--- config.mk ---
export PLATFORM = sky130hd
export DESIGN_NAME = jabber_guard
export DESIGN_NICKNAME = d
export VERILOG_FILES = /design/src/rtl/jab_pkg.sv /design/src/rtl/jab_span_counter.sv /design/src/rtl/jab_ctrl.sv /design/src/rtl/jabber_guard.sv
export SDC_FILE = /design/constraint.sdc
export NUM_CORES = 1
export LEC_CHECK = 0
export BUFFER_PORTS_ARGS = -buffer_cell sky130_fd_sc_hd__buf_2
export CAP_MARGIN = 15
export CORE_ASPECT_RATIO = 1.4
export CORE_UTILIZATION = 35
export DETAILED_ROUTE_END_ITERATION = 7
export PLACE_DENSITY = 0.62
export SETUP_SLACK_MARGIN = 0.02
export SYNTH_ARGS = -nofsm -noshare
export SYNTH_HDL_FRONTEND = slang
export SYNTH_SLANG_ARGS = --single-unit
--- constraint.sdc ---
create_clock -name clk -period 4.1 [get_ports clk]
set_input_delay 0.82 -clock clk [delete_from_list [all_inputs] [get_ports clk]]
set_output_delay 0.82 -clock clk [all_outputs]
set_load 0.01 [all_outputs]
--- src/rtl/jab_pkg.sv ---
package jab_pkg;
  typedef enum logic [1:0] {
    JG_IDLE = 2'd0,
    JG_RUN  = 2'd1,
    JG_LOCK = 2'd2
  } jg_state_t;
endpackage

--- src/rtl/jab_span_counter.sv ---
// Generic tick counter: counts step strobes and reports the strobe that
// completes 'limit' of them, then wraps to zero. A zero limit never hits.
module jab_span_counter #(
  parameter int W = 8
) (
  input  logic         clk,
  input  logic         rst,
  input  logic         clr,
  input  logic         step,
  input  logic [W-1:0] limit,
  output logic         hit
);
  logic [W-1:0] cnt_q;

  always_comb begin
    hit = step && !clr && (limit != '0) && (cnt_q == limit - 1'b1);
  end

  always_ff @(posedge clk) begin
    if (rst || clr) begin
      cnt_q <= '0;
    end else if (hit) begin
      cnt_q <= '0;
    end else if (step) begin
      cnt_q <= cnt_q + 1'b1;
    end
  end

  // Count never reaches or passes the limit it is compared against
  assert_count_below_limit_R2: assert property (@(posedge clk) disable iff (rst)
    (limit != '0 && cnt_q != '0) |-> (cnt_q < limit));
endmodule

--- src/rtl/jab_ctrl.sv ---
// Run / lockout sequencer with registered fault outputs.
module jab_ctrl
  import jab_pkg::*;
#(
  parameter int CODE_W = 8
) (
  input  logic              clk,
  input  logic              rst,
  input  logic              tx_active,
  input  logic [CODE_W-1:0] timeout_code,
  input  logic              unit_trip,
  input  logic              quiet_done,
  output logic [CODE_W-1:0] code_q,
  output logic              run_ok,
  output logic              lock_on,
  output logic              inhibit_q,
  output logic              fault_q
);
  jg_state_t state_q, state_d;

  always_comb begin
    state_d = state_q;
    case (state_q)
      JG_IDLE: if (tx_active && timeout_code != '0) state_d = JG_RUN;
      JG_RUN: begin
        if (!tx_active)     state_d = JG_IDLE;
        else if (unit_trip) state_d = JG_LOCK;
      end
      JG_LOCK: if (quiet_done) state_d = JG_IDLE;
      default: state_d = JG_IDLE;
    endcase
  end

  always_comb begin
    run_ok  = (state_q == JG_RUN) && tx_active;
    lock_on = (state_q == JG_LOCK);
  end

  always_ff @(posedge clk) begin
    if (rst) begin
      state_q   <= JG_IDLE;
      code_q    <= '0;
      inhibit_q <= 1'b0;
      fault_q   <= 1'b0;
    end else begin
      state_q   <= state_d;
      if (state_q == JG_IDLE) code_q <= timeout_code;
      inhibit_q <= (state_d == JG_LOCK);
      fault_q   <= (state_d == JG_LOCK);
    end
  end

  // Zero code keeps the guard idle
  assert_zero_code_idle_R1: assert property (@(posedge clk) disable iff (rst)
    (state_q == JG_IDLE && timeout_code == '0) |=> (state_q == JG_IDLE));
  // A trip only follows a completed run
  assert_trip_from_run_R3: assert property (@(posedge clk) disable iff (rst)
    $rose(fault_q) |-> ($past(state_q) == JG_RUN && $past(unit_trip)));
  // Release only when the silence count completes
  assert_release_on_quiet_R4: assert property (@(posedge clk) disable iff (rst)
    $fell(fault_q) |-> $past(quiet_done));
  // A dropped transmit ends the run
  assert_break_ends_run_R5: assert property (@(posedge clk) disable iff (rst)
    (state_q == JG_RUN && !tx_active) |=> (state_q == JG_IDLE));
  // Lockout cannot be left early
  assert_lock_holds_R6: assert property (@(posedge clk) disable iff (rst)
    (state_q == JG_LOCK && !quiet_done) |=> (inhibit_q && fault_q));
  // Captured code frozen outside idle
  assert_code_frozen_R7: assert property (@(posedge clk) disable iff (rst)
    (state_q != JG_IDLE) |=> $stable(code_q));
endmodule

--- src/rtl/jabber_guard.sv ---
module jabber_guard
  import jab_pkg::*;
#(
  parameter int CODE_W        = 8,
  parameter int UNIT_TICKS    = 2048,
  parameter int SILENCE_TICKS = 3000000
) (
  input  logic              clk,
  input  logic              rst,
  input  logic              tick_in,
  input  logic              tx_active,
  input  logic [CODE_W-1:0] timeout_code,
  output logic              tx_inhibit,
  output logic              fault_cd
);
  localparam int UNIT_W = $clog2(UNIT_TICKS + 1);
  localparam int SIL_W  = $clog2(SILENCE_TICKS + 1);
  localparam logic [UNIT_W-1:0] UNIT_LIM = UNIT_W'(UNIT_TICKS);
  localparam logic [SIL_W-1:0]  SIL_LIM  = SIL_W'(SILENCE_TICKS);

  logic [CODE_W-1:0] code_q;
  logic run_ok, lock_on, unit_stb, unit_trip, quiet_done;
  logic inhibit_q, fault_q;

  jab_span_counter #(.W(UNIT_W)) u_unit_pre (
    .clk(clk), .rst(rst), .clr(!run_ok), .step(tick_in && run_ok),
    .limit(UNIT_LIM), .hit(unit_stb)
  );

  jab_span_counter #(.W(CODE_W)) u_unit_cnt (
    .clk(clk), .rst(rst), .clr(!run_ok), .step(unit_stb),
    .limit(code_q), .hit(unit_trip)
  );

  jab_span_counter #(.W(SIL_W)) u_quiet (
    .clk(clk), .rst(rst), .clr(!lock_on), .step(tick_in && lock_on),
    .limit(SIL_LIM), .hit(quiet_done)
  );

  jab_ctrl #(.CODE_W(CODE_W)) u_ctrl (
    .clk(clk), .rst(rst), .tx_active(tx_active), .timeout_code(timeout_code),
    .unit_trip(unit_trip), .quiet_done(quiet_done), .code_q(code_q),
    .run_ok(run_ok), .lock_on(lock_on), .inhibit_q(inhibit_q), .fault_q(fault_q)
  );

  assign tx_inhibit = inhibit_q;
  assign fault_cd   = fault_q;

  // Both outputs move together
  assert_outputs_paired_R3: assert property (@(posedge clk) disable iff (rst)
    tx_inhibit == fault_cd);
endmodule

==> impl_metrics.py, run 1 <==
metrics = {
    "status": {
        "status": "finished, final reports clean",
    },
    "routing": {
        "wl_um": 4950,
        "firstDrtPassIters": 4,
        "dr.first_iter.drc_count": 132,
        "drtAntennaViolNets": 0,
        "drc": 0,
        "vias": 2070,
        "post_drt_wl_per_cell_um": 11.9,
        "viasPerCell": 4.99,
    },
    "floorplanning": {
        "coreArea_um2": 7030,
        "die_w_um": 74.4,
        "ios": 14,
        "fp.dieH_um": 103,
        "core.rowCount": 36,
        "die_area_um2": 7690,
        "initial_utilization_pct": 36.6,
    },
    "setup_path": {
        "rr_worst_depth": 5,
        "startpoint_type": "flop",
        "crit_required_ps": 4250,
        "worstPathMaxFanout": 18,
        "crit_family": "simple AND/OR/NAND/NOR gates",
        "cp_slowest_cell": "o41ai_1",
        "critPathBufInv": 0,
        "cp.arrival_ps": 2900,
        "worstSetupPathDepth": 5,
        "cp-startpoint": "u_ctrl.state_q[0]",
        "cp_cell_sequence": "nand4b_1 -> nor3_1 -> nand2_1 -> o41ai_1 -> nor2_1",
        "r2r-start": "u_ctrl.state_q[0]",
        "worst-setup-path-type": "reg2reg",
        "max_stage_delay_ps": 910,
        "critPathCaptureType": "flop",
    },
    "synthesis": {
        "synthAdderAreaFrac_pct": 1.95,
        "synth_seq_area_share_pct": 41.3,
        "synth_nets": 323,
        "synthFlopType": "dfxtp_1",
        "yosysWarnings": 0,
        "syn_inst": 307,
        "async_flop_share_pct": 0,
        "synth_top_family_by_area": "simple AND/OR/NAND/NOR gates",
        "synth-simple-area-share_pct": 29.7,
        "syn_avg_cell_area_um2": 8.37,
        "syn_area_um2": 2570,
        "synth-edff-count": 0,
        "synth_cell_types": 33,
        "synth_mux_area_share_pct": 0.389,
        "synth_compound_area_share_pct": 7.50,
        "synth_xor_area_share_pct": 16.7,
        "ys_ff_latch": 53,
    },
    "clock_tree": {
        "cts_htree_levels": 2,
        "cts_resized": 0,
        "post-cts-setup-buffer-count": 0,
        "clk_latency_ps": 310,
        "cts_tree": "done",
        "cts.sinks": 53,
        "cts_max_path_buffers": 2,
        "clk_pin_slew_worst_paths_ps": 100,
        "cts-buffers-inserted": 5,
        "cts_hold_buf": 0,
        "cts_root_buf": "clkbuf_8",
    },
    "run": {
        "drv_cap": 0,
    },
    "layout": {
        "layout-drive-gt1-share_pct": 6.88,
        "area_growth_pct": 9.06,
        "mostFrequentLayoutCell": "nor2_1",
        "fin_nets": 335,
        "antenna_cells": 0,
        "final_util_pct": 39.9,
        "postLayoutCellArea_um2": 2800,
        "final_cell_mix": "nor2_1 (57), dfxtp_1 (53), nand2_1 (32)",
    },
    "global_route": {
        "grt_max_degree": 25,
        "grt_pass1_vias": 1974,
        "grt_pass1_wl_um": 8900,
        "grtUsageTotal_pct": 14.8,
        "grt_overflow": 0,
        "antenna_found_initial": 0,
    },
    "sta": {
        "fin_setup_tns_ps": 0,
        "finalHoldViolations": 0,
        "worstMarginPinSlew_ps": 962,
        "slew_viol_final": 0,
        "slew_headroom_pct": 35.0,
        "fin_hold_ws_ps": 488,
        "fin_crit_sh_pct": 67.0,
        "rsz0062_at_grt": "false",
        "period_needed_ps": 2750,
        "setup_viol_count_final": 0,
        "clock_skew_ps": 15.0,
        "max_freq_ghz": 0.364,
    },
    "power": {
        "ir_drop_mv": 0.144,
        "p_per_area_nw_per_um2": 311,
        "leakagePower_nw": 0.926,
        "total_power_w": 0.000871,
    },
    "worst_hold_path": {
        "min_from": "u_unit_pre.cnt_q[1]",
        "hold_path_depth": 2,
        "min_path_type": "reg2reg",
    },
    "place": {
        "gp_congestion": 0.823,
        "hpwl_um": 3590,
        "placed_cell_area_um2": 2710,
        "port_buffers": 13,
    },
}
==> registers in the layout, summed over array words and instances (netlist names) <==
name	count
u_unit_pre.cnt_q	12
u_unit_cnt.cnt_q	8
u_ctrl.code_q	8
u_ctrl.inhibit_q	1
u_quiet.cnt_q	22
u_ctrl.state_q	2
==> cell usage after synthesis, types with 4 or more instances <==
library cell	count	share of area [%]
inv_1	6	0.88
nor4_1	7	1.7
nand2_1	32	4.7
nand3_1	11	2.1
ha_1	4	1.9
and2_1	4	0.97
and3_1	4	0.97
clkbuf_1	5	0.73
nand4_1	12	2.9
nor3_1	8	1.6
and4_1	5	1.7
xor2_1	25	8.5
nor2_1	57	8.3
dfxtp_1	53	41
xnor2_1	24	8.2
o21ai_0	9	1.8
a21oi_1	12	2.3
==> power breakdown <==
| part | internal [W] | leakage [nW] | switching (W) |
|---|---|---|---|
| registers | 0.000520 | 0.429 | 0.00000775 |
| logic | 0.0000212 | 0.452 | 0.0000287 |
| clock network | 0.000121 | 0.0445 | 0.000172 |
==> cells by family after synthesis <==
group,count (synthesis)
fa+ha+maj,4
flops,53
mux,1
simple gates,155
buf+inv,14
xor+xnor,49
compound gates,31
==> worst min-delay path, cell delays in order, from the launching register on <==
cell     delay (ps)
dfxtp_1         330
nand2_1          60
a21oi_1          50
==> routing by layer <==
| layer | track usage, % | part of all wire, % | vias up |
|---|---|---|---|
| met2 | 25.4 | 50 | 19 |
| met5 | 0 | 0 | - |
| met3 | 2.81 | 2.1 | 6 |
| met1 | 18.1 | 47 | 962 |
| li1 | - | - | 1083 |
| met4 | 5.37 | 1.4 | 0 |
==> metrics by stage <==
stage               instances  worst slack, ps
floorplan                 307             1690
global placement          407             1200
detailed placement        407             1170
CTS                       415             1380
global route              415              906
finish                    415             1350
==> path summary, 6_finish.rpt <==
| path | endpoint | slack (ps) |
|---|---|---|
| worst max-delay path | u_unit_cnt.cnt_q[3] | 1350 |
| worst min-delay path | u_unit_pre.cnt_q[1] | 490 |
| worst max register to register | u_unit_cnt.cnt_q[3] | 1350 |
| worst min register to register | u_unit_pre.cnt_q[1] | 490 |
==> layout make-up <==
type                            count  area (µm²)
Clock buffer                        5        68.8
Clock inverter                      3        21.3
Multi-Input combinational cell    240        1450
Timing Repair Buffer               13        65.1
Inverter                            6        22.5
Fill cell                         757        4220
Sequential cell                    53        1060
Tap cell                           95         119
No activity file was read; power rests on OpenSTA's default activity.
==> run 2, diff against run 1 <==
ABC_AREA = 1   (was not set)
PLACE_DENSITY = 0.63   (was 0.62)
clock period = 2.3 ns   (was 4.1 ns; I/O delays follow)
==> impl_metrics.py, run 2 <==
metrics = {
    "status": {
        "status": "finished, final reports clean",
    },
    "setup_path": {
        "critPathCaptureType": "flop",
        "crit_required_ps": 2480,
        "worstPathMaxFanout": 12,
        "startpoint_type": "flop",
        "cp.arrival_ps": 2010,
        "worst-setup-path-type": "reg2reg",
        "rr_worst_depth": 9,
    },
    "floorplanning": {
        "die_area_um2": 8880,
        "ios": 14,
        "die_w_um": 79.9,
        "fp.dieH_um": 111,
        "core.rowCount": 39,
        "initial_utilization_pct": 36.3,
        "coreArea_um2": 8200,
    },
    "sta": {
        "finalHoldViolations": 0,
        "fin_crit_sh_pct": 79.4,
        "fin_setup_tns_ps": 0,
        "timing.final.ws_setup_ps": 474,
        "worstMarginPinSlew_ps": 466,
        "rsz0062_at_grt": "false",
        "setup_viol_count_final": 0,
        "max_freq_ghz": 0.548,
        "slew_headroom_pct": 68.8,
        "period_needed_ps": 1830,
        "clock_skew_ps": 3.93,
        "slew_viol_final": 0,
        "fin_hold_ws_ps": 403,
    },
    "layout": {
        "largest_reg_flops": 22,
        "antenna_cells": 0,
        "fin_nets": 466,
        "area_growth_pct": 11.5,
        "layout-drive-gt1-share_pct": 11.8,
        "final_cell_mix": "nand2_1 (101), nor2_1 (70), inv_1 (54)",
        "num-fill-cells": 872,
        "top_regs": "u_quiet.cnt_q: 22 flops, u_unit_pre.cnt_q: 12 flops",
        "final_cells": 552,
        "regMostFlops": "u_quiet.cnt_q",
        "mostFrequentLayoutCell": "nand2_1",
    },
    "global_route": {
        "grtUsageTotal_pct": 15.1,
        "antenna_found_initial": 0,
        "grt_pass1_wl_um": 10500,
        "grt_pass1_vias": 2507,
        "grt_overflow": 0,
        "grt_max_degree": 15,
    },
    "synthesis": {
        "synthTopCellsByCount": "nand2_1 (101), nor2_1 (70), inv_1 (54)",
        "yosysWarnings": 0,
        "synth_seq_area_share_pct": 35.7,
        "netlist.area_leader.share_pct": 35.7,
        "ys_ff_latch": 53,
        "synth-edff-count": 0,
        "yosysMostFrequentCell": "nand2_1",
        "synthFlopType": "dfxtp_1",
        "syn_inst": 431,
        "syn_area_um2": 2970,
        "syn_avg_cell_area_um2": 6.90,
        "yosysTopAreaCell": "dfxtp_1",
        "synth_nets": 447,
        "synth_area_leaders": "dfxtp_1 (36%), nand2_1 (13%), nor2_1 (8.8%), inv_1 (6.8%), xor2_1 (5.0%)",
        "synth_cell_types": 33,
        "async_flop_share_pct": 0,
    },
    "routing": {
        "firstDrtPassIters": 4,
        "dr.first_iter.drc_count": 99,
        "viasPerCell": 4.69,
        "post_drt_wl_per_cell_um": 11.1,
        "drtAntennaViolNets": 0,
        "drc": 0,
        "vias": 2587,
        "wl_um": 6120,
    },
    "clock_tree": {
        "cts-buffers-inserted": 5,
        "cts_root_buf": "clkbuf_16",
        "cts.sinks": 53,
        "clk_latency_ps": 290,
        "cts_max_path_buffers": 2,
        "cts_tree": "done",
        "post-cts-setup-buffer-count": 0,
        "clk_pin_slew_worst_paths_ps": 70,
        "cts_hold_buf": 0,
        "cts_htree_levels": 2,
        "cts_resized": 0,
    },
    "place": {
        "hpwl_um": 4840,
        "gp_congestion": 0.836,
        "placedCellCount": 545,
        "port_buffers": 13,
        "place_ws_ps": 402,
    },
    "run": {
        "drv_cap": 0,
    },
    "power": {
        "leakagePower_nw": 1.32,
        "ir_drop_mv": 0.254,
        "p_per_area_nw_per_um2": 549,
    },
    "worst_hold_path": {
        "hold_path_depth": 2,
        "min_path_type": "in2reg",
    },
}
[run 2: cell types whose count changed in the layout (fill, tap and decap cells not counted), sizes merged, moves of 5 or more]
cell   change
nand2     +74
nor2      +22
inv       +50
and4       -5
or2        +6
a21oi     +11
xnor2     -15
nand3     +16
buf        +5
xor2       -8
[run 2: worst paths after layout]
| check | from | to | slack (ps) |
|---|---|---|---|
| worst max-delay path | u_unit_pre.cnt_q[1] | u_unit_pre.cnt_q[5] | 470 |
| worst max register to register | u_unit_pre.cnt_q[1] | u_unit_pre.cnt_q[5] | 470 |
| worst min-delay path | rst | u_ctrl.inhibit_q | 400 |
| worst min register to register | u_quiet.cnt_q[1] | u_quiet.cnt_q[1] | 490 |
[run 2: layout make-up]
type / count / area, µm² / area share, %
multi-input combinational: 315 / 1670 / 50.3
sequential: 53 / 1060 / 32.0
inverter: 57 / 214 / 6.45
clock buffer: 7 / 143 / 4.30
tap: 102 / 128 / 3.85
timing repair buffer: 18 / 103 / 3.09
[run 2: through the flow]
stage,total power (W),area (µm²),util (%)
floorplan,0.00105,2970,-
global placement,0.00109,3170,38.7
detailed placement,0.00109,3170,38.7
CTS,0.00186,3320,40.4
global route,0.00191,3320,40.4
finish,0.00182,3320,40.4
[run 2: cell families after synthesis]
logic type	Yosys count	synth area share [%]
AO/OA/AOI/OAI	37	6.31
XOR/XNOR	26	7.66
adder cells (fa/ha/maj)	4	1.68
buffers and inverters	63	8.25
flip-flops	53	35.7
AND/OR/NAND/NOR	248	40.4
[run 2: worst max-delay path: stages (launching register included)]
cell      delay, ps
dfxtp_1         350
ha_1            220
nand3_1          90
nor2_1          180
nand2_4         110
nor2_8          150
inv_2            60
nand3_1         340
o21bai_1        180
a21oi_1          50
[run 2: layer usage]
metal / up-vias / global-route usage [%] / routed length, µm
met1: 1160 / 15.5 / 2570
met3: 11 / 3.13 / 140
li1: 1388 / - / -
met4: 0 / 7.14 / 201
met5: - / 0 / 0
met2: 28 / 28.1 / 3210
[run 2: where the power goes]
group	switching (W)	leakage, nW	internal [W]
Clock	0.000322	0.0700	0.000428
Sequential	0.0000146	0.429	0.000930
Combinational	0.0000789	0.825	0.0000474
Total	0.000415	1.32	0.00141
